[src/rtl/kbdScanPkg.sv]
package kbdScanPkg;

  // Current key codes as captured from the keyboard
  localparam logic [1:0] CODE_TRANS = 2'b00;
  localparam logic [1:0] CODE_UP    = 2'b01;
  localparam logic [1:0] CODE_DOWN  = 2'b10;
  localparam logic [1:0] CODE_BAD   = 2'b11;

  // Select driven to the external three-level chooser
  typedef enum logic [1:0] {
    LVL_MID  = 2'b00,
    LVL_HIGH = 2'b01,
    LVL_LOW  = 2'b10
  } levelT;

  // Command strobes from control to datapath
  typedef struct packed {
    logic loadChain;
    logic shiftChain;
    logic clearChain;
    logic resetChan;
    logic stepChan;
  } scanCmdT;

endpackage

[src/rtl/linkEdgeSync.sv]
module linkEdgeSync #(
  parameter int WIDTH = 3
) (
  input  logic             clk,
  input  logic             rstN,
  input  logic [WIDTH-1:0] rawIn,
  output logic [WIDTH-1:0] risePulse
);

  // Each link input gets its own two-stage synchronizer and edge detector
  for (genvar g = 0; g < WIDTH; g++) begin : gLane
    logic syncA, syncB, lastB;

    always_ff @(posedge clk or negedge rstN) begin
      if (!rstN) begin
        syncA <= 1'b0;
        syncB <= 1'b0;
        lastB <= 1'b0;
      end else begin
        syncA <= rawIn[g];
        syncB <= syncA;
        lastB <= syncB;
      end
    end

    assign risePulse[g] = syncB & ~lastB;

    // A rising-edge pulse never lasts two cycles in a row
    AST_PULSE_SINGLE: assert property (@(posedge clk) disable iff (!rstN)
      risePulse[g] |=> !risePulse[g]);
  end

endmodule

[src/rtl/scanCtrl.sv]
module scanCtrl
  import kbdScanPkg::*;
(
  input  logic    clk,
  input  logic    rstN,
  input  logic    gateRise,
  input  logic    clkRise,
  input  logic    strobeRise,
  output scanCmdT cmd,
  output logic    analogMode
);

  logic modeNext;

  // Priority: strobe, then gate, then host clock
  always_comb begin
    cmd = '0;
    if (strobeRise) begin
      cmd.clearChain = 1'b1;
      cmd.resetChan  = 1'b1;
    end else if (gateRise) begin
      cmd.loadChain  = 1'b1;
      cmd.resetChan  = 1'b1;
    end else if (clkRise) begin
      if (analogMode) cmd.stepChan   = 1'b1;
      else            cmd.shiftChain = 1'b1;
    end
  end

  always_comb begin
    modeNext = analogMode;
    if (strobeRise)    modeNext = 1'b1;
    else if (gateRise) modeNext = 1'b0;
  end

  always_ff @(posedge clk or negedge rstN) begin
    if (!rstN) analogMode <= 1'b0;
    else       analogMode <= modeNext;
  end

  AST_STROBE_ENTERS_ANALOG: assert property (@(posedge clk) disable iff (!rstN)
    strobeRise |=> analogMode);

  AST_GATE_LEAVES_ANALOG: assert property (@(posedge clk) disable iff (!rstN)
    (gateRise && !strobeRise) |=> !analogMode);

  AST_CLOCK_KEEPS_MODE: assert property (@(posedge clk) disable iff (!rstN)
    (clkRise && !gateRise && !strobeRise) |=> $stable(analogMode));

endmodule

[src/rtl/scanDatapath.sv]
module scanDatapath
  import kbdScanPkg::*;
#(
  parameter int NUM_KEYS  = 61,
  parameter int CHAN_BITS = 3
) (
  input  logic                  clk,
  input  logic                  rstN,
  input  scanCmdT               cmd,
  input  logic                  analogMode,
  input  logic [2*NUM_KEYS-1:0] keyStates,
  output levelT                 levelSel,
  output logic [CHAN_BITS-1:0]  chanAddr,
  output logic                  codeErr
);

  localparam int CHAIN_W = 2 * NUM_KEYS;
  localparam int POS_W   = $clog2(NUM_KEYS + 1);
  localparam logic [POS_W-1:0]     POS_END  = POS_W'(NUM_KEYS);
  localparam logic [CHAN_BITS-1:0] CHAN_TOP = '1;

  logic [CHAIN_W-1:0]   chain;
  logic [POS_W-1:0]     posCnt;
  logic [1:0]           curCode;

  // Key chain: parallel capture, then two bits per step, zero fill
  always_ff @(posedge clk or negedge rstN) begin
    if (!rstN) begin
      chain  <= '0;
      posCnt <= POS_END;
    end else if (cmd.clearChain) begin
      chain  <= '0;
      posCnt <= POS_END;
    end else if (cmd.loadChain) begin
      chain  <= keyStates;
      posCnt <= '0;
    end else if (cmd.shiftChain) begin
      chain  <= {2'b00, chain[CHAIN_W-1:2]};
      if (posCnt != POS_END) posCnt <= posCnt + 1'b1;
    end
  end

  assign curCode = chain[1:0];

  // Three-level mapping; quiet in analog mode and for the invalid code
  always_comb begin
    levelSel = LVL_MID;
    if (!analogMode) begin
      unique case (curCode)
        CODE_UP:   levelSel = LVL_HIGH;
        CODE_DOWN: levelSel = LVL_LOW;
        default:   levelSel = LVL_MID;
      endcase
    end
  end

  always_ff @(posedge clk or negedge rstN) begin
    if (!rstN)                                       codeErr <= 1'b0;
    else if (!analogMode && curCode == CODE_BAD)     codeErr <= 1'b1;
  end

  // Analog channel counter, saturating
  always_ff @(posedge clk or negedge rstN) begin
    if (!rstN)                                        chanAddr <= '0;
    else if (cmd.resetChan)                           chanAddr <= '0;
    else if (cmd.stepChan && chanAddr != CHAN_TOP)    chanAddr <= chanAddr + 1'b1;
  end

  AST_CHAN_SATURATE: assert property (@(posedge clk) disable iff (!rstN)
    (cmd.stepChan && chanAddr == CHAN_TOP) |=> chanAddr == CHAN_TOP);

  AST_CHAN_STEP: assert property (@(posedge clk) disable iff (!rstN)
    (cmd.stepChan && !cmd.resetChan && chanAddr != CHAN_TOP)
      |=> chanAddr == $past(chanAddr) + 1'b1);

  AST_CLEAR_EMPTIES: assert property (@(posedge clk) disable iff (!rstN)
    cmd.clearChain |=> (curCode == CODE_TRANS && chanAddr == '0));

  AST_EXHAUSTED_IDLE: assert property (@(posedge clk) disable iff (!rstN)
    (posCnt == POS_END) |-> curCode == CODE_TRANS);

  AST_ERR_STICKY: assert property (@(posedge clk) disable iff (!rstN)
    codeErr |=> codeErr);

  AST_BAD_SETS_ERR: assert property (@(posedge clk) disable iff (!rstN)
    (!analogMode && curCode == CODE_BAD) |=> codeErr);

endmodule

[src/rtl/kbdScanResponder.sv]
module kbdScanResponder
  import kbdScanPkg::*;
#(
  parameter int NUM_KEYS  = 61,
  parameter int CHAN_BITS = 3
) (
  input  logic                  clk,
  input  logic                  rstN,
  input  logic                  hostClk,
  input  logic                  hostStrobe,
  input  logic                  gateIn,
  input  logic [2*NUM_KEYS-1:0] keyStates,
  output logic [1:0]            levelSel,
  output logic [CHAN_BITS-1:0]  chanAddr,
  output logic                  analogMode,
  output logic                  codeErr
);

  logic [2:0] risePulse;
  scanCmdT    cmd;
  levelT      levelInt;

  linkEdgeSync #(.WIDTH(3)) uSync (
    .clk       (clk),
    .rstN      (rstN),
    .rawIn     ({hostStrobe, gateIn, hostClk}),
    .risePulse (risePulse)
  );

  scanCtrl uCtrl (
    .clk        (clk),
    .rstN       (rstN),
    .gateRise   (risePulse[1]),
    .clkRise    (risePulse[0]),
    .strobeRise (risePulse[2]),
    .cmd        (cmd),
    .analogMode (analogMode)
  );

  scanDatapath #(.NUM_KEYS(NUM_KEYS), .CHAN_BITS(CHAN_BITS)) uPath (
    .clk        (clk),
    .rstN       (rstN),
    .cmd        (cmd),
    .analogMode (analogMode),
    .keyStates  (keyStates),
    .levelSel   (levelInt),
    .chanAddr   (chanAddr),
    .codeErr    (codeErr)
  );

  assign levelSel = levelInt;

  AST_ANALOG_QUIET: assert property (@(posedge clk) disable iff (!rstN)
    analogMode |-> levelSel == 2'b00);

endmodule

[config.mk]
export PLATFORM = sky130hd
export DESIGN_NAME = kbdScanResponder
export DESIGN_NICKNAME = d
export VERILOG_FILES = /design/src/rtl/kbdScanPkg.sv /design/src/rtl/linkEdgeSync.sv /design/src/rtl/scanCtrl.sv /design/src/rtl/scanDatapath.sv /design/src/rtl/kbdScanResponder.sv
export SDC_FILE = /design/constraint.sdc
export NUM_CORES = 1
export LEC_CHECK = 0
export ABC_AREA = 1
export BUFFER_PORTS_ARGS = -buffer_cell sky130_fd_sc_hd__buf_2
export CAP_MARGIN = 40
export CORE_MARGIN = 1
export CORE_UTILIZATION = 30
export DETAILED_ROUTE_END_ITERATION = 12
export PLACE_DENSITY = 0.52
export RECOVER_POWER = 50
export SLEW_MARGIN = 20
export SYNTH_ARGS = -nofsm -noshare
export SYNTH_HDL_FRONTEND = slang
export SYNTH_SLANG_ARGS = --single-unit
[constraint.sdc]
create_clock -name clk -period 1.5 [get_ports clk]
set_clock_uncertainty 0.15 [all_clocks]
set_input_delay 0.225 -clock clk [delete_from_list [all_inputs] [get_ports clk]]
set_output_delay 0.225 -clock clk [all_outputs]
set_load 0.005 [all_outputs]
Word level (Yosys, flattened, before mapping):

Cells that the tools add are included.
Widths: inputs -> output; s select.

* eq/ne operators: 4
* mux-type cells: 20
* add/sub/neg operators: 1
* bitwise operators: 6
* reductions and logical operators: 6

Operators by type and width (count)
* $mux 122: 3
* $mux 1: 12
* $mux 3: 2
* $eq 2x2->1 const B: 2
* $mux 2: 2
* $pmux 2 s2: 1
* $reduce_bool 2->1: 2
* $add 3x1->3 const B: 1
* $and 1x1->1: 3
* $ne 3x3->1 const B: 1
* $not 1->1: 3
* $reduce_bool 3->1: 1
* $eq 2x1->1 const B: 1
* $logic_and 1x1->1: 2
* $logic_not 1->1: 1

* flip-flop bits (word level): 136
* word-level logic and storage cells: 50
* bits of input ports: 127
* output and inout bits: 7

Depth between registers and ports, before layout:

* word-level depth: 8
* depth in mapped cells: 9
* mapped depth without buffers: 8

Cells and area by module:

A second synthesis with hierarchy kept.

* cell total of the unflattened synthesis: 970
* area, all modules: 6912.9 µm²

By module, submodules not included
* scanDatapath: area an instance 6585.1 µm², times used 1, seq. area each 3153.0 µm², cells each 944
* linkEdgeSync: area an instance 255.2 µm², times used 1, seq. area each 225.2 µm², cells each 15
* scanCtrl: area an instance 72.6 µm², times used 1, seq. area each 25.0 µm², cells each 11

Worst setup path before layout:

OpenSTA, ideal clock, no wires.

* path kind: reg-to-reg
* start point: reg uPath.chanAddr[0]
* end point: reg uPath.chanAddr[0]
* required time: 1233 ps
* path buffers: 0
* setup time: 117 ps
* period minus slack after synthesis: 1454 ps
* cell stages (with the launch flop): 9
* arrival: 1187 ps
* setup slack: 46 ps
* cell sequence: dfrtp_1 ha_1 ha_1 inv_1 nand2_1 nor2_1 nor2_1 nand2_1 nand2_1

* word-level cells in the longest chain between the ends: 3
* elaborated cells between the ends (all ways): 6
* those cells by class: add/sub (1); eq/ne (1); mux (2); reduce/logical (2)

RTL lines
* from (decl): RTL line scanDatapath.sv:13 `output logic [CHAN_BITS-1:0] chanAddr,`
* from (signal assigned): RTL line scanDatapath.sv:66 `else if (cmd.stepChan && chanAddr != CHAN_TOP) chanAddr <= chanAddr + 1'b1;`
* $add 3x1->3 or $ne 3x3->1 (tied branches): RTL line scanDatapath.sv:66
* $mux 3 or $logic_and 1x1->1 (tied branches): RTL line scanDatapath.sv:66
* $mux 3 or $reduce_bool 2->1 (tied branches)

Several ways; a longest one is shown, not always the timed one. The select of a mux whose other input is x is not followed.
A chain may end at the register's enable or synchronous reset.

Worst setup path after layout:

* start point: reg uCtrl.analogMode
* end point: out levelSel[1]

* word-level cells in the longest chain between the ends: 1

RTL lines
* from (decl): RTL line scanCtrl.sv:10 `output logic analogMode`
* from (signal assigned): RTL line scanCtrl.sv:38 `else analogMode <= modeNext;`
* $mux 2: RTL line scanDatapath.sv:48 `if (!analogMode) begin`
* to (decl): RTL line kbdScanResponder.sv:13 `output logic [1:0] levelSel,`

No other way between the ends.

==> impl_metrics.py <==
metrics = {
    "run_status": {
        "outcome": "finished, violations left",
        "violations": "setup timing",
    },
    "place": {
        "dp_cells": 1352,
        "post-dp-hpwl_um": 11760,
        "dp_slack_ns": -0.02527,
        "place_congestion": 0.7451,
        "port_buffers": 133,
    },
    "pwr": {
        "power_mw": 11.80,
        "p_leak_nw": 5.861,
        "cellPowerDensity_mw_per_mm2": 1086,
        "vdd_drop_max_uv": 700.3,
    },
    "synth": {
        "synth-xor-area-share": 0,
        "synth-seq-cells": 136,
        "syn-cell-area_sq_mm": 0.006977,
        "synth_top_family_by_area": "simple AND/OR/NAND/NOR gates",
        "synth.avg_cell_area_sq_um": 7.141,
        "synth_cell_types": 17,
        "synth_warnings": 0,
        "syn_nets": 1106,
        "synthCells": 977,
        "synth_simple_gate_area_frac": 0.4487,
        "seq_area_frac_synth": 0.4878,
        "synth_compound_area_frac": 0.002690,
        "muxShareOfSynthArea": 0,
        "synth-adder-area-share": 0.003587,
    },
    "timing": {
        "rsz0062_at_grt": "true",
        "setup_viol_count_final": 21,
        "max_freq_mhz": 645.7,
        "worst_slew_pin_slew_ns": 0.8453,
        "min_period_ns": 1.549,
        "fin_tns_setup_ns": -0.2514,
        "slew_headroom": 0.4365,
        "drv_slew": 0,
        "setup_slack_ns": -0.04881,
        "finalHoldViolations": 0,
        "finalCritPeriodShare": 1.033,
    },
    "clocking": {
        "clock_latency_ns": 0.42,
        "cts_tree": "done",
        "clk_path_buf_depth": 2,
        "clock-root-buffer": "clkbuf_16",
        "cts_max_level": 4,
        "cts_made_buffers": 17,
        "clock_sinks": 136,
        "clk_pin_slew_ns": 0.06,
    },
    "drt": {
        "dr_total_vias": 7267,
        "ant_nets": 0,
        "wire_per_inst_um": 15.61,
        "finalWirelength_um": 23830,
        "drcViolationCount": 0,
        "vias_per_cell": 4.759,
        "first_pass_iters": 5,
        "first_iter_violations": 510,
    },
    "worst_setup_path": {
        "rr_startpoint": "uCtrl.analogMode$_DFFE_PN0N_",
        "critical_path.startpoint": "uCtrl.analogMode$_DFFE_PN0N_",
        "worstPathArrival_ns": 1.17,
        "worstPathRequired_ns": 1.12,
        "critPathMaxFanout": 4,
        "cp-end-kind": "output pin",
        "critPathKind": "flop to output pin",
        "startpoint_type": "flop",
    },
    "layout": {
        "syn_to_final_growth_pct": 55.76,
        "final_nets": 1360,
        "layout_common_cells": "nand2_1 (485), nand3_1 (238), dfrtp_1 (135)",
        "post-route-util": 0.4785,
        "diodes": 0,
        "mostFrequentLayoutCell": "nand2_1",
        "instances_no_fill": 1527,
        "fill_cells": 2212,
        "layout-drive-gt1-share": 0.2126,
    },
    "floorplanning": {
        "start_util": 0.3072,
        "core_area_sq_mm": 0.02271,
        "rows": 55,
        "dieArea_sq_mm": 0.02387,
        "die_w_um": 154.5,
        "die_y_um": 154.5,
        "io_pins": 134,
    },
    "global_routing": {
        "track_usage": 0.1840,
        "antenna_found_initial": 0,
        "grt_pass1_vias": 6931,
        "grt_pass1_wl_um": 34810,
        "grt_max_degree": 62,
        "grt_overflow_total": 0,
    },
    "min_path": {
        "hold_path.startpoint": "keyStates[54]",
        "hp-class": "primary input to flop",
    },
    "job": {
        "maxCapViolCount": 0,
    },
}
[sequential cells by signal, indices dropped and copies added, names as in the netlist]
signal             flops
uCtrl.analogMode       1
uPath.chain          122
uPath.chanAddr         3
uPath.codeErr          1
uSync.gLane.lastB      3
uSync.gLane.syncA      3
uSync.gLane.syncB      3
[area by class of cell]
type / count / area, sq um / area share
clock buffer: 18 / 439.2 / 0.04041
clock inverter: 12 / 201.4 / 0.01854
inverter: 9 / 38.79 / 0.003569
timing repair buffer: 313 / 3088 / 0.2842
sequential: 136 / 3405 / 0.3133
tap: 285 / 356.6 / 0.03282
multi-input combinational: 754 / 3338 / 0.3072
[cells in the mapped netlist]
library cell | number | area share
inv_1 | 9 | 0.0048
nand2_1 | 496 | 0.27
nor3_1 | 1 | 0.00072
buf_1 | 2 | 0.0011
nor2_2 | 1 | 0.00090
nand3_1 | 243 | 0.17
nor2_1 | 4 | 0.0022
ha_1 | 2 | 0.0036
nand3b_1 | 1 | 0.0011
a31o_2 | 1 | 0.0013
nand2_2 | 3 | 0.0027
clkbuf_1 | 24 | 0.013
buf_2 | 49 | 0.035
dfrtp_1 | 136 | 0.49
o21ai_0 | 1 | 0.00072
a21oi_1 | 1 | 0.00072
buf_4 | 3 | 0.0032
[report_power, final]
| part | leakage, nW | switching [mW] | total, mW | internal (mW) |
|---|---|---|---|---|
| Sequential | 1.76 | 0.312 | 4.54 | 4.23 |
| Clock | 0.308 | 1.67 | 4.65 | 2.98 |
| Combinational | 3.79 | 1.31 | 2.61 | 1.29 |
[per-stage QoR]
stage | hold slack, ns | instance area (sq um)
final | 0.007371 | 10870
after global routing | 0.01265 | 10870
after CTS | 0.001915 | 10180
after detailed placement | 0.07251 | 8267
after global placement | 0.06977 | 8267
after floorplan | -0.2206 | 6977
[layer usage]
layer / vias to the layer above / track usage / routed length [um]
met5: - / 0 / 0
met4: 0 / 0.06601 / 449
met3: 32 / 0.03054 / 800
met2: 145 / 0.3004 / 11320
met1: 3442 / 0.2456 / 11270
li1: 3648 / - / -
[worst max-delay path: stages (launching register included)]
cell	delay, ns
dfrtp_1	0.39
buf_6	0.14
nor3_4	0.09
buf_2	0.13
[logic make-up (layout without fill, tap and decap cells)]
family                   Yosys count  after routing
adder cells (fa/ha/maj)            2              2
AO/OA/AOI/OAI                      3              3
AND/OR/NAND/NOR                  749            749
flip-flops                       136            136
buffers and inverters             87            352
[timing repair]
| item | CTS | global route |
|---|---|---|
| hold endpoints to repair | 246 | 0 |
| cloned | 2 | 20 |
| resized for setup | 17 | 36 |
| endpoints found under the setup margin | 95 | 128 |
| hold buffers | 111 | 0 |
| setup buffers | 3 | 9 |
| pin swaps | 5 | 13 |
[path summary, 6_finish.rpt]
check | end | slack [ns] | depth (start not counted)
worst max-delay path | levelSel[1] | -0.05 | 3
worst min-delay path | uPath.chain[54]$_DFFE_PN0P_ | 0.007 | 5
worst max register to register | uPath.chain[115]$_DFFE_PN0P_ | -0.02 | 8
worst min register to register | uSync.gLane[0].syncB$_DFF_PN0_ | 0.20 | 0
max in group asynchronous | uSync.gLane[2].syncB$_DFF_PN0_ | 0.13 | 3
min in group asynchronous | uPath.chain[51]$_DFFE_PN0P_ | 0.24 | 3
Power figures use the tool's default switching activity.
